## config.mk

```make
export PLATFORM = sky130hd
export DESIGN_NAME = loop_supervisor
export DESIGN_NICKNAME = d
export VERILOG_FILES = /design/src/rtl/slic_sup_pkg.sv /design/src/rtl/sup_sync.sv /design/src/rtl/sup_thermal.sv /design/src/rtl/sup_feed_fsm.sv /design/src/rtl/sup_ring_fsm.sv /design/src/rtl/loop_supervisor.sv
export SDC_FILE = /design/constraint.sdc
export NUM_CORES = 1
export LEC_CHECK = 0
export ABC_AREA = 1
export BUFFER_PORTS_ARGS = -buffer_cell sky130_fd_sc_hd__buf_2
export CORE_ASPECT_RATIO = 1.1
export CORE_MARGIN = 2
export CORE_UTILIZATION = 25
export CTS_BUF_LIST = sky130_fd_sc_hd__clkbuf_16
export DETAILED_ROUTE_END_ITERATION = 8
export GPL_TIMING_DRIVEN = 0
export PLACE_DENSITY = 0.52
export SYNTH_ARGS = -nofsm -noshare
export SYNTH_HDL_FRONTEND = slang
export SYNTH_HIERARCHICAL = 1
export SYNTH_SLANG_ARGS = --single-unit
export TNS_END_PERCENT = 10
```

## constraint.sdc

```tcl
create_clock -name clk -period 1.9 [get_ports clk]
set_input_delay 0.38 -clock clk [delete_from_list [all_inputs] [get_ports clk]]
set_output_delay 0.38 -clock clk [all_outputs]
set_load 0.02 [all_outputs]
```

## src/rtl/slic_sup_pkg.sv

```systemverilog
package slic_sup_pkg;

    typedef enum logic [1:0] {
        FD_DOWN  = 2'd0,
        FD_NORM  = 2'd1,
        FD_REV   = 2'd2,
        FD_THERM = 2'd3
    } feed_st_t;

    typedef enum logic [1:0] {
        RG_IDLE      = 2'd0,
        RG_RINGING   = 2'd1,
        RG_TRIP_PEND = 2'd2,
        RG_TRIPPED   = 2'd3
    } ring_st_t;

    localparam logic [1:0] FEED_CODE_DOWN = 2'b00;
    localparam logic [1:0] FEED_CODE_NORM = 2'b01;
    localparam logic [1:0] FEED_CODE_REV  = 2'b10;

endpackage

```

## src/rtl/sup_sync.sv

```systemverilog
module sup_sync #(
    parameter int              WIDTH   = 1,
    parameter int              STAGES  = 2,
    parameter logic [WIDTH-1:0] RST_VAL = '0
) (
    input  logic             clk,
    input  logic             rst_n,
    input  logic [WIDTH-1:0] d,
    output logic [WIDTH-1:0] q
);
    logic [WIDTH-1:0] chain [STAGES];

    always_ff @(posedge clk or negedge rst_n) begin
        if (!rst_n) begin
            for (int i = 0; i < STAGES; i++) chain[i] <= RST_VAL;
        end else begin
            chain[0] <= d;
            for (int i = 1; i < STAGES; i++) chain[i] <= chain[i-1];
        end
    end

    assign q = chain[STAGES-1];
endmodule

```

## src/rtl/sup_thermal.sv

```systemverilog
module sup_thermal #(
    parameter int TEMP_W    = 8,
    parameter int TRIP_C    = 150,
    parameter int RELEASE_C = 140
) (
    input  logic [TEMP_W-1:0] temp,
    output logic              over_trip,
    output logic              cooled
);
    localparam logic [TEMP_W-1:0] TRIP_CODE = TEMP_W'(TRIP_C);
    localparam logic [TEMP_W-1:0] REL_CODE  = TEMP_W'(RELEASE_C);

    assign over_trip = (temp >= TRIP_CODE);
    assign cooled    = (temp <= REL_CODE);
endmodule

```

## src/rtl/sup_feed_fsm.sv

```systemverilog
module sup_feed_fsm
    import slic_sup_pkg::*;
(
    input  logic     clk,
    input  logic     rst_n,
    input  logic     pwr_on,
    input  logic     pol_norm,
    input  logic     over_trip,
    input  logic     cooled,
    output feed_st_t state
);
    feed_st_t nxt;
    feed_st_t live_sel;

    assign live_sel = !pwr_on ? FD_DOWN : (pol_norm ? FD_NORM : FD_REV);

    always_ff @(posedge clk or negedge rst_n) begin
        if (!rst_n) state <= FD_DOWN;
        else        state <= nxt;
    end

    always_comb begin
        nxt = state;
        unique case (state)
            FD_DOWN, FD_NORM, FD_REV: nxt = over_trip ? FD_THERM : live_sel;
            FD_THERM:                 nxt = cooled ? live_sel : FD_THERM;
            default:                  nxt = FD_DOWN;
        endcase
    end
endmodule

```

## src/rtl/sup_ring_fsm.sv

```systemverilog
module sup_ring_fsm
    import slic_sup_pkg::*;
(
    input  logic     clk,
    input  logic     rst_n,
    input  logic     feed_active,
    input  logic     ring_req,
    input  logic     hook,
    input  logic     zc_pulse,
    output ring_st_t state
);
    ring_st_t nxt;

    always_ff @(posedge clk or negedge rst_n) begin
        if (!rst_n) state <= RG_IDLE;
        else        state <= nxt;
    end

    always_comb begin
        nxt = state;
        unique case (state)
            RG_IDLE:
                if (feed_active && ring_req) nxt = RG_RINGING;
            RG_RINGING:
                if (!feed_active || !ring_req) nxt = RG_IDLE;
                else if (hook)                 nxt = RG_TRIP_PEND;
            RG_TRIP_PEND:
                if (!feed_active || !ring_req) nxt = RG_IDLE;
                else if (zc_pulse)             nxt = RG_TRIPPED;
            RG_TRIPPED:
                if (!ring_req) nxt = RG_IDLE;
            default: nxt = RG_IDLE;
        endcase
    end
endmodule

```

## src/rtl/loop_supervisor.sv

```systemverilog
module loop_supervisor
    import slic_sup_pkg::*;
#(
    parameter int TEMP_W      = 8,
    parameter int TRIP_C      = 150,
    parameter int RELEASE_C   = 140,
    parameter int SYNC_STAGES = 2
) (
    input  logic              clk,
    input  logic              rst_n,
    input  logic              pwrdn_n_i,
    input  logic              polarity_i,
    input  logic              ring_cmd_n_i,
    input  logic              test_a_cmd_n_i,
    input  logic              test_b_cmd_n_i,
    input  logic              hook_det_i,
    input  logic              zc_strobe_i,
    input  logic [TEMP_W-1:0] die_temp_i,
    output logic              ring_relay_n_o,
    output logic              test_a_relay_n_o,
    output logic              test_b_relay_n_o,
    output logic [1:0]        feed_mode_o,
    output logic              offhook_n_o,
    output logic              thermal_n_o
);
    localparam int CTL_W = 7;
    // bit order: pwrdn_n, polarity, ring_n, test_a_n, test_b_n, hook, zc
    localparam logic [CTL_W-1:0] CTL_RST = 7'b0_1_1_1_1_0_0;

    logic [CTL_W-1:0]  ctl_raw, ctl_s;
    logic [TEMP_W-1:0] temp_s;
    logic              pwr_on_s, pol_s, ring_req_s, ta_n_s, tb_n_s, hook_s, zc_s;
    logic              zc_prev, zc_pulse;
    logic              over_trip, cooled, feed_active;
    feed_st_t          feed_st;
    ring_st_t          ring_st;

    assign ctl_raw = {pwrdn_n_i, polarity_i, ring_cmd_n_i, test_a_cmd_n_i,
                      test_b_cmd_n_i, hook_det_i, zc_strobe_i};

    sup_sync #(.WIDTH(CTL_W), .STAGES(SYNC_STAGES), .RST_VAL(CTL_RST)) u_ctl_sync (
        .clk(clk), .rst_n(rst_n), .d(ctl_raw), .q(ctl_s)
    );

    sup_sync #(.WIDTH(TEMP_W), .STAGES(SYNC_STAGES), .RST_VAL('0)) u_temp_sync (
        .clk(clk), .rst_n(rst_n), .d(die_temp_i), .q(temp_s)
    );

    assign pwr_on_s   = ctl_s[6];
    assign pol_s      = ctl_s[5];
    assign ring_req_s = ~ctl_s[4];
    assign ta_n_s     = ctl_s[3];
    assign tb_n_s     = ctl_s[2];
    assign hook_s     = ctl_s[1];
    assign zc_s       = ctl_s[0];

    always_ff @(posedge clk or negedge rst_n) begin
        if (!rst_n) zc_prev <= 1'b0;
        else        zc_prev <= zc_s;
    end
    assign zc_pulse = zc_s & ~zc_prev;

    sup_thermal #(.TEMP_W(TEMP_W), .TRIP_C(TRIP_C), .RELEASE_C(RELEASE_C)) u_thermal (
        .temp(temp_s), .over_trip(over_trip), .cooled(cooled)
    );

    sup_feed_fsm u_feed (
        .clk(clk), .rst_n(rst_n), .pwr_on(pwr_on_s), .pol_norm(pol_s),
        .over_trip(over_trip), .cooled(cooled), .state(feed_st)
    );

    assign feed_active = (feed_st == FD_NORM) || (feed_st == FD_REV);

    sup_ring_fsm u_ring (
        .clk(clk), .rst_n(rst_n), .feed_active(feed_active), .ring_req(ring_req_s),
        .hook(hook_s), .zc_pulse(zc_pulse), .state(ring_st)
    );

    always_comb begin
        test_a_relay_n_o = ta_n_s;
        test_b_relay_n_o = tb_n_s;
        thermal_n_o      = 1'b1;
        feed_mode_o      = FEED_CODE_DOWN;
        ring_relay_n_o   = 1'b1;
        offhook_n_o      = 1'b1;
        unique case (feed_st)
            FD_THERM: begin
                thermal_n_o = 1'b0;
                offhook_n_o = 1'b0;
            end
            FD_DOWN: ;
            FD_NORM, FD_REV: begin
                feed_mode_o = (feed_st == FD_NORM) ? FEED_CODE_NORM : FEED_CODE_REV;
                unique case (ring_st)
                    RG_RINGING, RG_TRIP_PEND: ring_relay_n_o = 1'b0;
                    RG_TRIPPED:               offhook_n_o    = 1'b0;
                    RG_IDLE:                  offhook_n_o    = ~hook_s;
                    default: ;
                endcase
            end
            default: ;
        endcase
    end
endmodule

```

# Word-level counts from Yosys, hierarchy flattened
# Index checks and enable logic that the tools add are counted.
# word_totals
regBits	35
out_inout_bits	7
wordCells	52
# classes
n_lt_le_gt_ge	2
n_eq_ne	10
mux	19
bitwise	4
reduce_logical	10
# op_table
operator	n
2-bit 2-to-1 mux	12
2-bit == test (second input constant)	4
8-bit >= comparator (second input constant)	1
8-bit less-or-equal comparator (second input constant)	1
2-bit one-hot mux with 4 select lines	1
2-bit by 1-bit == test with 1-bit output (second input constant)	2
2-bit logical NOT	2
1-bit one-hot mux with 2 select lines	2
2-bit one-hot mux with 2 select lines	1
4-bit AND reduction	1
2-bit OR reduction	2
1-bit 2-to-1 mux	3
3-bit by 1-bit inequality test with 1-bit output (second input constant)	1
3-bit by 2-bit inequality test with 1-bit output (second input constant)	1
1-bit NOT	3
3-bit OR reduction	1
1-bit logical OR	2
2-bit by 1-bit inequality test with 1-bit output (second input constant)	1
2-bit inequality test (second input constant)	1
1-bit bitwise AND	1
1-bit logical AND	1
1-bit logical NOT	1

# Logic depth before layout (Yosys ltp)
# Gate-level depths: netlist of run 1.
# logic_depth
depth_word	6
depth_mapped	10
depth_no_buf	10

# Modules after synthesis
# Netlist of run 1, hierarchy kept.
# by_module_without_submodules
module	instances	cells_each	area_each_um2	seq_area_each_um2
sup_sync (u_temp_sync)	1	24	460.4	400.4
sup_sync (u_ctl_sync)	1	21	412.9	360.3
sup_ring_fsm	1	31	173.9	50.0
loop_supervisor	1	22	148.9	25.0
sup_feed_fsm	1	11	87.6	50.0
sup_thermal	1	19	80.1	0.0

# Worst setup path before layout of run 1
# Ideal clock, no wire load.
# synth_path
path_kind	register to output
startpoint	reg u_feed.state[0]
endpoint	out offhook_n_o
t_arrival_ns	1.039
path_slack_ns	0.481
stages_incl_launch_ff	6
cell_sequence	dfrtp_1 inv_1 ha_1 inv_2 nand3_1 nand2_1
# synth_between
elab_chain_len	3
word_cells_on_any_way	5
# synth_rtl
element	line	text
from (decl)	sup_feed_fsm.sv:10	output feed_st_t state
from (signal assigned)	sup_feed_fsm.sv:19	else state <= nxt;
2-bit == test or 2-bit by 1-bit == test with 1-bit output (tied branches)	loop_supervisor.sv:86	unique case (feed_st)
2-bit OR reduction	loop_supervisor.sv:86	
1-bit one-hot mux with 2 select lines *	loop_supervisor.sv:86	
to (decl)	loop_supervisor.sv:23	output logic offhook_n_o,
# Mark *: on every way between the ends. The rest lies on a longest branch, timed or not.

# Worst setup path after layout of run 1
# Same ends and word-level chain as after synthesis.

==> results of run 1 <==
-- synthesized netlist by cell type --
master,count
dfrtp_1,27
nand2_1,26
inv_1,19
buf_4,15
nand3_1,9
nor2_1,9
dfstp_2,8
ha_1,5
inv_2,3
a21oi_1,2
nand2_2,2
a21boi_0,1
nand3b_1,1
nor2_2,1
-- how the worst max path moves through the flow --
| stage | to |
|---|---|
| 3_3_place_gp | offhook_n_o |
| 3_5_place_dp | offhook_n_o |
| 4_1_cts | offhook_n_o |
| 5_1_grt | offhook_n_o |
| 6_report | offhook_n_o |
| 2_1_floorplan | offhook_n_o |
-- per-layer routing --
layer  part of all wire [%]  global-route usage [%]  vias up
met4                    3.4                    4.82        0
met3                    6.6                    3.19        4
met1                     46                    8.02      339
met2                     44                    9.82       20
met5                      0                       0        -
li1                       -                       -      423
-- metrics by stage --
stage	hold WS [ns]	utilization, %	instances	cell area [µm²]
2_1_floorplan	0.0844	-	128	1360
3_3_place_gp	0.334	29.5	226	1570
3_5_place_dp	0.335	29.5	226	1570
4_1_cts	0.198	32.1	234	1710
5_1_grt	0.204	32.1	234	1710
6_report	0.165	32.1	234	1710
-- sequential cells by signal, indices dropped and copies added, names as in the netlist --
name and cells:
u_ctl_sync/chain 7, u_ctl_sync/q 7, u_feed/state 2, u_ring/state 2, u_temp_sync/chain 8, u_temp_sync/q 8, zc_prev 1
-- layout by cell type, fill, tap and decap left out --
cell type,n
a21oi_1,2
clkinv_2,1
buf_2,23
nor2_2,1
inv_1,21
nand2_1,26
ha_1,5
nand3b_1,1
buf_4,15
dfstp_2,8
clkbuf_16,5
dfrtp_1,26
a21boi_0,1
dfrtp_2,1
inv_2,3
nand2_2,2
nor2_1,9
nand3_1,9
-- logic make-up (layout without fill, tap and decap cells) --
| logic type | Yosys count | in the layout |
|---|---|---|
| buffers and inverters | 37 | 68 |
| adder cells (fa/ha/maj) | 5 | 5 |
| flip-flops | 35 | 35 |
| AO/OA/AOI/OAI | 3 | 3 |
| AND/OR/NAND/NOR | 48 | 48 |
-- cell type report --
type,count,area [µm²],share of cell area (%)
sequential,35,887,51.8
tap,75,93.8,5.48
multi-input combinational,56,283,16.5
timing repair buffer,23,115,6.73
clock buffer,5,125,7.31
inverter,22,82.6,4.82
clock inverter,3,12.5,0.731
buffer,15,113,6.58
-- power by group through the flow --
stage / Clock, µW / Combinational, µW / Sequential (µW)
after floorplan: 0 / 291 / 871
after global placement: 0 / 380 / 884
after detailed placement: 0 / 388 / 886
after CTS: 755 / 389 / 874
after global routing: 799 / 457 / 885
final: 722 / 382 / 872
-- repair_timing --
action | CTS | global route
buffers inserted | 0 | 0
hold endpoints to repair | 0 | 0
gates resized for setup | 0 | 1
endpoints found under the setup margin | 0 | 1
==> results.py, run 1 <==
metrics = {
    "routing": {
        "route.detailed.drc": 0,
        "drt_first_iter_violations": 32,
        "drt_wl_total_mm": 1.60,
        "via_per_inst": 3.36,
        "ant_nets": 0,
        "first_pass_iters": 4,
        "vias": 786,
        "routedWlPerCell_um": 6.83,
    },
    "synthesis": {
        "synthAdderAreaFrac_pct": 4.59,
        "synth.area.top_cells": "dfrtp_1 (50%), dfstp_2 (15%), buf_4 (8.3%)",
        "synth_area_per_cell_um2": 10.7,
        "ys_seq_elements": 35,
        "seq_area_frac_synth_pct": 65.0,
        "synth.top_cell.area_share_pct": 49.5,
        "synth-simple-area-share_pct": 14.9,
        "synth-compound-area-share_pct": 1.28,
        "yosys_warnings": 6,
        "syn_inst": 128,
        "synth_xor_area_share_pct": 0,
        "muxShareOfSynthArea_pct": 0,
        "synth_largest_area_cell": "dfrtp_1",
        "synth_fp_nets": 150,
        "synth_top_family_by_area": "simple AND/OR/NAND/NOR gates",
        "ys_types": 14,
        "syn_area_um2": 1360,
    },
    "timing": {
        "timing.max_slew.rel_slack_pct": 51.9,
        "hold_viol": 0,
        "layout_setup_ws_ns": 0.120,
        "fmax_mhz": 562,
        "fin_crit_ns": 1.78,
        "skew_ns": 0.00414,
        "setup_tns_ns": 0,
        "worstMarginPinSlew_ns": 0.722,
        "final-setup-viol-count": 0,
        "period_share_pct": 93.7,
        "rsz0062_at_grt": "no",
        "drv_slew": 0,
    },
    "critical_path": {
        "path_max_fanout": 5,
        "r2r-start": "u_feed/state[0]$_DFF_PN0_",
        "crit_path_end_kind": "output port",
        "slowest_delay_ns": 0.40,
        "worstPathCellList": "inv_1 -> ha_1 -> inv_2 -> nand3_1 -> nand2_1 -> buf_2",
        "crit_required_ns": 1.52,
        "r2r_end": "u_ring/state[0]$_DFFE_PN0P_",
        "worst-path-stages": 6,
        "worstPathArrival_ns": 1.40,
        "cp_slowest_cell": "dfrtp_2",
        "cp-start-kind": "flop",
        "critPathTopFamily": "flip-flops",
        "critPathBufInv": 3,
        "crit_start": "u_feed/state[0]$_DFF_PN0_",
        "criticalPathCategory": "flop to output port",
        "worstRegToRegCells": 9,
        "r2r_slack_ns": 0.46,
    },
    "placement": {
        "place_ws_ns": 0.353,
        "portBuffers": 23,
        "dp_hpwl_mm": 1.18,
        "place_congestion": 0.729,
    },
    "die": {
        "io_pins": 24,
        "dieArea_um2": 6060,
        "die_height_um": 81.5,
        "num_rows": 28,
        "die_w_um": 74.4,
        "fp.coreArea_um2": 5330,
        "initial_core_util_pct": 25.6,
    },
    "grt": {
        "globalRouteTotalUtil_pct": 6.85,
        "antenna_found_initial": 0,
        "grt_max_degree": 36,
        "grt_overflow": 0,
        "grt_pass1_wl_mm": 3.01,
        "grt_pass1_vias": 720,
    },
    "pwr": {
        "netSwitchingPower_uw": 535,
        "power_frac_seq_pct": 44.1,
        "p_int_uw": 1440,
        "p_comb_share_pct": 19.3,
        "power_frac_clock_pct": 36.6,
        "p_sw_share_pct": 27.1,
        "p_per_area_nw_per_um2": 1150,
        "ir_worst_vdd_v": 0.000762,
        "p_leak_uw": 0.000900,
        "finalPower_uw": 1980,
    },
    "status": {
        "status": "completed",
    },
    "cts": {
        "cts_sinks": 35,
        "cts_max_level": 2,
        "ctsHoldBuffers": 0,
        "cts_buffer_depth": 2,
        "cts_tree": "done",
        "numCtsBuffers": 5,
        "ctsRootBufferMaster": "clkbuf_16",
        "clkLatencyLatePin_ns": 0.27,
        "clk_pin_slew_ns": 0.05,
    },
    "run": {
        "maxCapViolCount": 0,
    },
    "hold_path": {
        "hold_class": "input pin to asynchronous set/reset pin",
    },
    "layout": {
        "area_delta_synth_final_pct": 25.5,
        "nFillCells": 579,
        "fin_nets": 180,
        "insertedDiodeCount": 0,
        "drive_above_1_share_pct": 37.1,
    },
}
Power figures use the tool's default switching activity.
==> run 2: changes to the inputs <==
--- a/config.mk
+++ b/config.mk
@@ -11,9 +11,11 @@
 export CORE_MARGIN = 2
 export CORE_UTILIZATION = 25
 export CTS_BUF_LIST = sky130_fd_sc_hd__clkbuf_16
+export CTS_CLUSTER_DIAMETER = 40
 export DETAILED_ROUTE_END_ITERATION = 8
 export GPL_TIMING_DRIVEN = 0
 export PLACE_DENSITY = 0.52
+export REMOVE_ABC_BUFFERS = 1
 export SYNTH_ARGS = -nofsm -noshare
 export SYNTH_HDL_FRONTEND = slang
 export SYNTH_HIERARCHICAL = 1
==> results.py, run 2 (synthesis results as in run 1) <==
metrics = {
    "status": {
        "status": "completed",
    },
    "grt": {
        "grt_overflow": 0,
        "grt_pass1_wl_mm": 3.04,
        "antenna_found_initial": 0,
        "globalRouteTotalUtil_pct": 6.92,
        "grt_max_degree": 36,
        "grt_pass1_vias": 739,
    },
    "routing": {
        "route.detailed.drc": 0,
        "first_pass_iters": 3,
        "drt_first_iter_violations": 4,
        "ant_nets": 0,
        "routedWlPerCell_um": 7.76,
        "drt_wl_total_mm": 1.71,
        "via_per_inst": 3.44,
        "vias": 760,
    },
    "timing": {
        "holdWs_ns": 0.164,
        "rsz0062_at_grt": "no",
        "fmax_mhz": 561,
        "worstMarginPinSlew_ns": 0.731,
        "setup_tns_ns": 0,
        "drv_slew": 0,
        "final-setup-viol-count": 0,
        "hold_viol": 0,
        "timing.max_slew.rel_slack_pct": 51.3,
        "skew_ns": 0.00529,
        "period_share_pct": 93.8,
        "fin_crit_ns": 1.78,
    },
    "critical_path": {
        "path_max_fanout": 5,
        "worstPathCellList": "inv_1 -> ha_1 -> inv_2 -> buf_12 -> nand2_1 -> buf_2",
        "criticalPathCategory": "flop to output port",
        "crit_path_end_kind": "output port",
        "worstPathArrival_ns": 1.40,
        "crit_required_ns": 1.52,
        "slowest_delay_ns": 0.40,
        "cp_slowest_cell": "dfrtp_2",
        "cp-start-kind": "flop",
    },
    "hold_path": {
        "hold_class": "input pin to asynchronous set/reset pin",
    },
    "pwr": {
        "ir_worst_vdd_v": 0.000624,
        "p_per_area_nw_per_um2": 1300,
        "p_leak_uw": 0.000848,
    },
    "cts": {
        "cts_buffer_depth": 2,
        "cts_max_level": 2,
        "cts_sinks": 35,
        "cts_tree": "done",
        "clkLatencyLatePin_ns": 0.27,
        "ctsRootBufferMaster": "clkbuf_16",
        "numCtsBuffers": 5,
        "clk_pin_slew_ns": 0.05,
        "ctsHoldBuffers": 0,
    },
    "run": {
        "maxCapViolCount": 0,
    },
    "die": {
        "fp.coreArea_um2": 5330,
        "dieArea_um2": 6060,
        "initial_core_util_pct": 25.6,
        "io_pins": 24,
        "num_rows": 28,
        "die_height_um": 81.5,
        "die_w_um": 74.4,
    },
    "placement": {
        "place_congestion": 0.648,
        "dp_hpwl_mm": 1.20,
        "portBuffers": 23,
    },
    "layout": {
        "register_area_um2": 887,
        "nFillCells": 568,
        "area_delta_synth_final_pct": 21.4,
        "layout_common_cells": "nand2_1 (26), dfrtp_1 (26), buf_2 (22)",
        "insertedDiodeCount": 0,
        "multi_input_area_um2": 283,
        "fin_nets": 167,
        "drive_above_1_share_pct": 32.2,
    },
}
[run 2: cell types whose count changed in the layout (fill, tap and decap cells not counted), sizes merged]
cell / delta
clkinv: +1
bufinv: +1
buf: -13
inv: -2
[run 2: per-stage QoR]
| stage | setup WS, ns | power, µW | area [µm²] | instances | utilization, % |
|---|---|---|---|---|---|
| after floorplan | 0.481 | 1140 | 1250 | 113 | - |
| after detailed placement | 0.328 | 1250 | 1460 | 211 | 27.4 |
| after global routing | 0.00572 | 2310 | 1660 | 221 | 31.1 |
| final | 0.118 | 2150 | 1660 | 221 | 31.1 |
| after CTS | 0.0248 | 2150 | 1620 | 219 | 30.5 |
| after global placement | 0.329 | 1250 | 1460 | 211 | 27.4 |
[run 2: worst paths after layout]
| path | depth (start not counted) | slack, ns | from | endpoint |
|---|---|---|---|---|
| max in group asynchronous | 1 | 1.22 | rst_n | u_feed/state[0]$_DFF_PN0_ |
| min in group clk | 1 | 0.21 | ring_cmd_n_i | u_ctl_sync/chain[11]$_DFF_PN1_ |
| min reg2reg | 0 | 0.34 | u_temp_sync/chain[13]$_DFF_PN0_ | u_temp_sync/q[5]$_DFF_PN0_ |
| max reg2reg | 11 | 0.29 | u_feed/state[0]$_DFF_PN0_ | u_ring/state[1]$_DFFE_PN0P_ |
| min | 1 | 0.16 | rst_n | u_temp_sync/chain[8]$_DFF_PN0_ |
| max | 6 | 0.12 | u_feed/state[0]$_DFF_PN0_ | ring_relay_n_o |
[run 2: layer usage]
layer | GRT usage [%] | vias up | part of all wire (%) | wire (µm)
met2 | 10.4 | 19 | 46 | 793
met1 | 7.45 | 337 | 44 | 756
met4 | 7.14 | 0 | 5.1 | 88
met5 | 0 | - | 0 | 0
met3 | 1.96 | 6 | 4.4 | 75
li1 | - | 398 | - | -
[run 2: layout make-up]
type | count | area share [%]
clock buffer | 5 | 7.56
clock inverter | 3 | 2.34
inverter | 22 | 4.99
multi-input combinational | 56 | 17.1
sequential | 35 | 53.6
tap | 75 | 5.67
timing repair buffer | 25 | 8.77
[run 2: what timing repair did]
action / 4_1_cts / 5_1_grt
resized for setup: 0 / 2
setup buffers: 0 / 2
endpoints found under the setup margin: 0 / 1
[run 2: power breakdown]
part,internal [µW],switching [µW],leakage [µW]
Combinational,174,230,0.000367
Sequential,815,60.7,0.000400
Clock,609,264,0.0000812
[run 2: critical path: cells and delay by family (launching register included)]
family | cells | cell delay, ns
fa+ha+maj | 1 | 0.31
buf+inv | 4 | 0.39
flops | 1 | 0.40
simple gates | 1 | 0.04
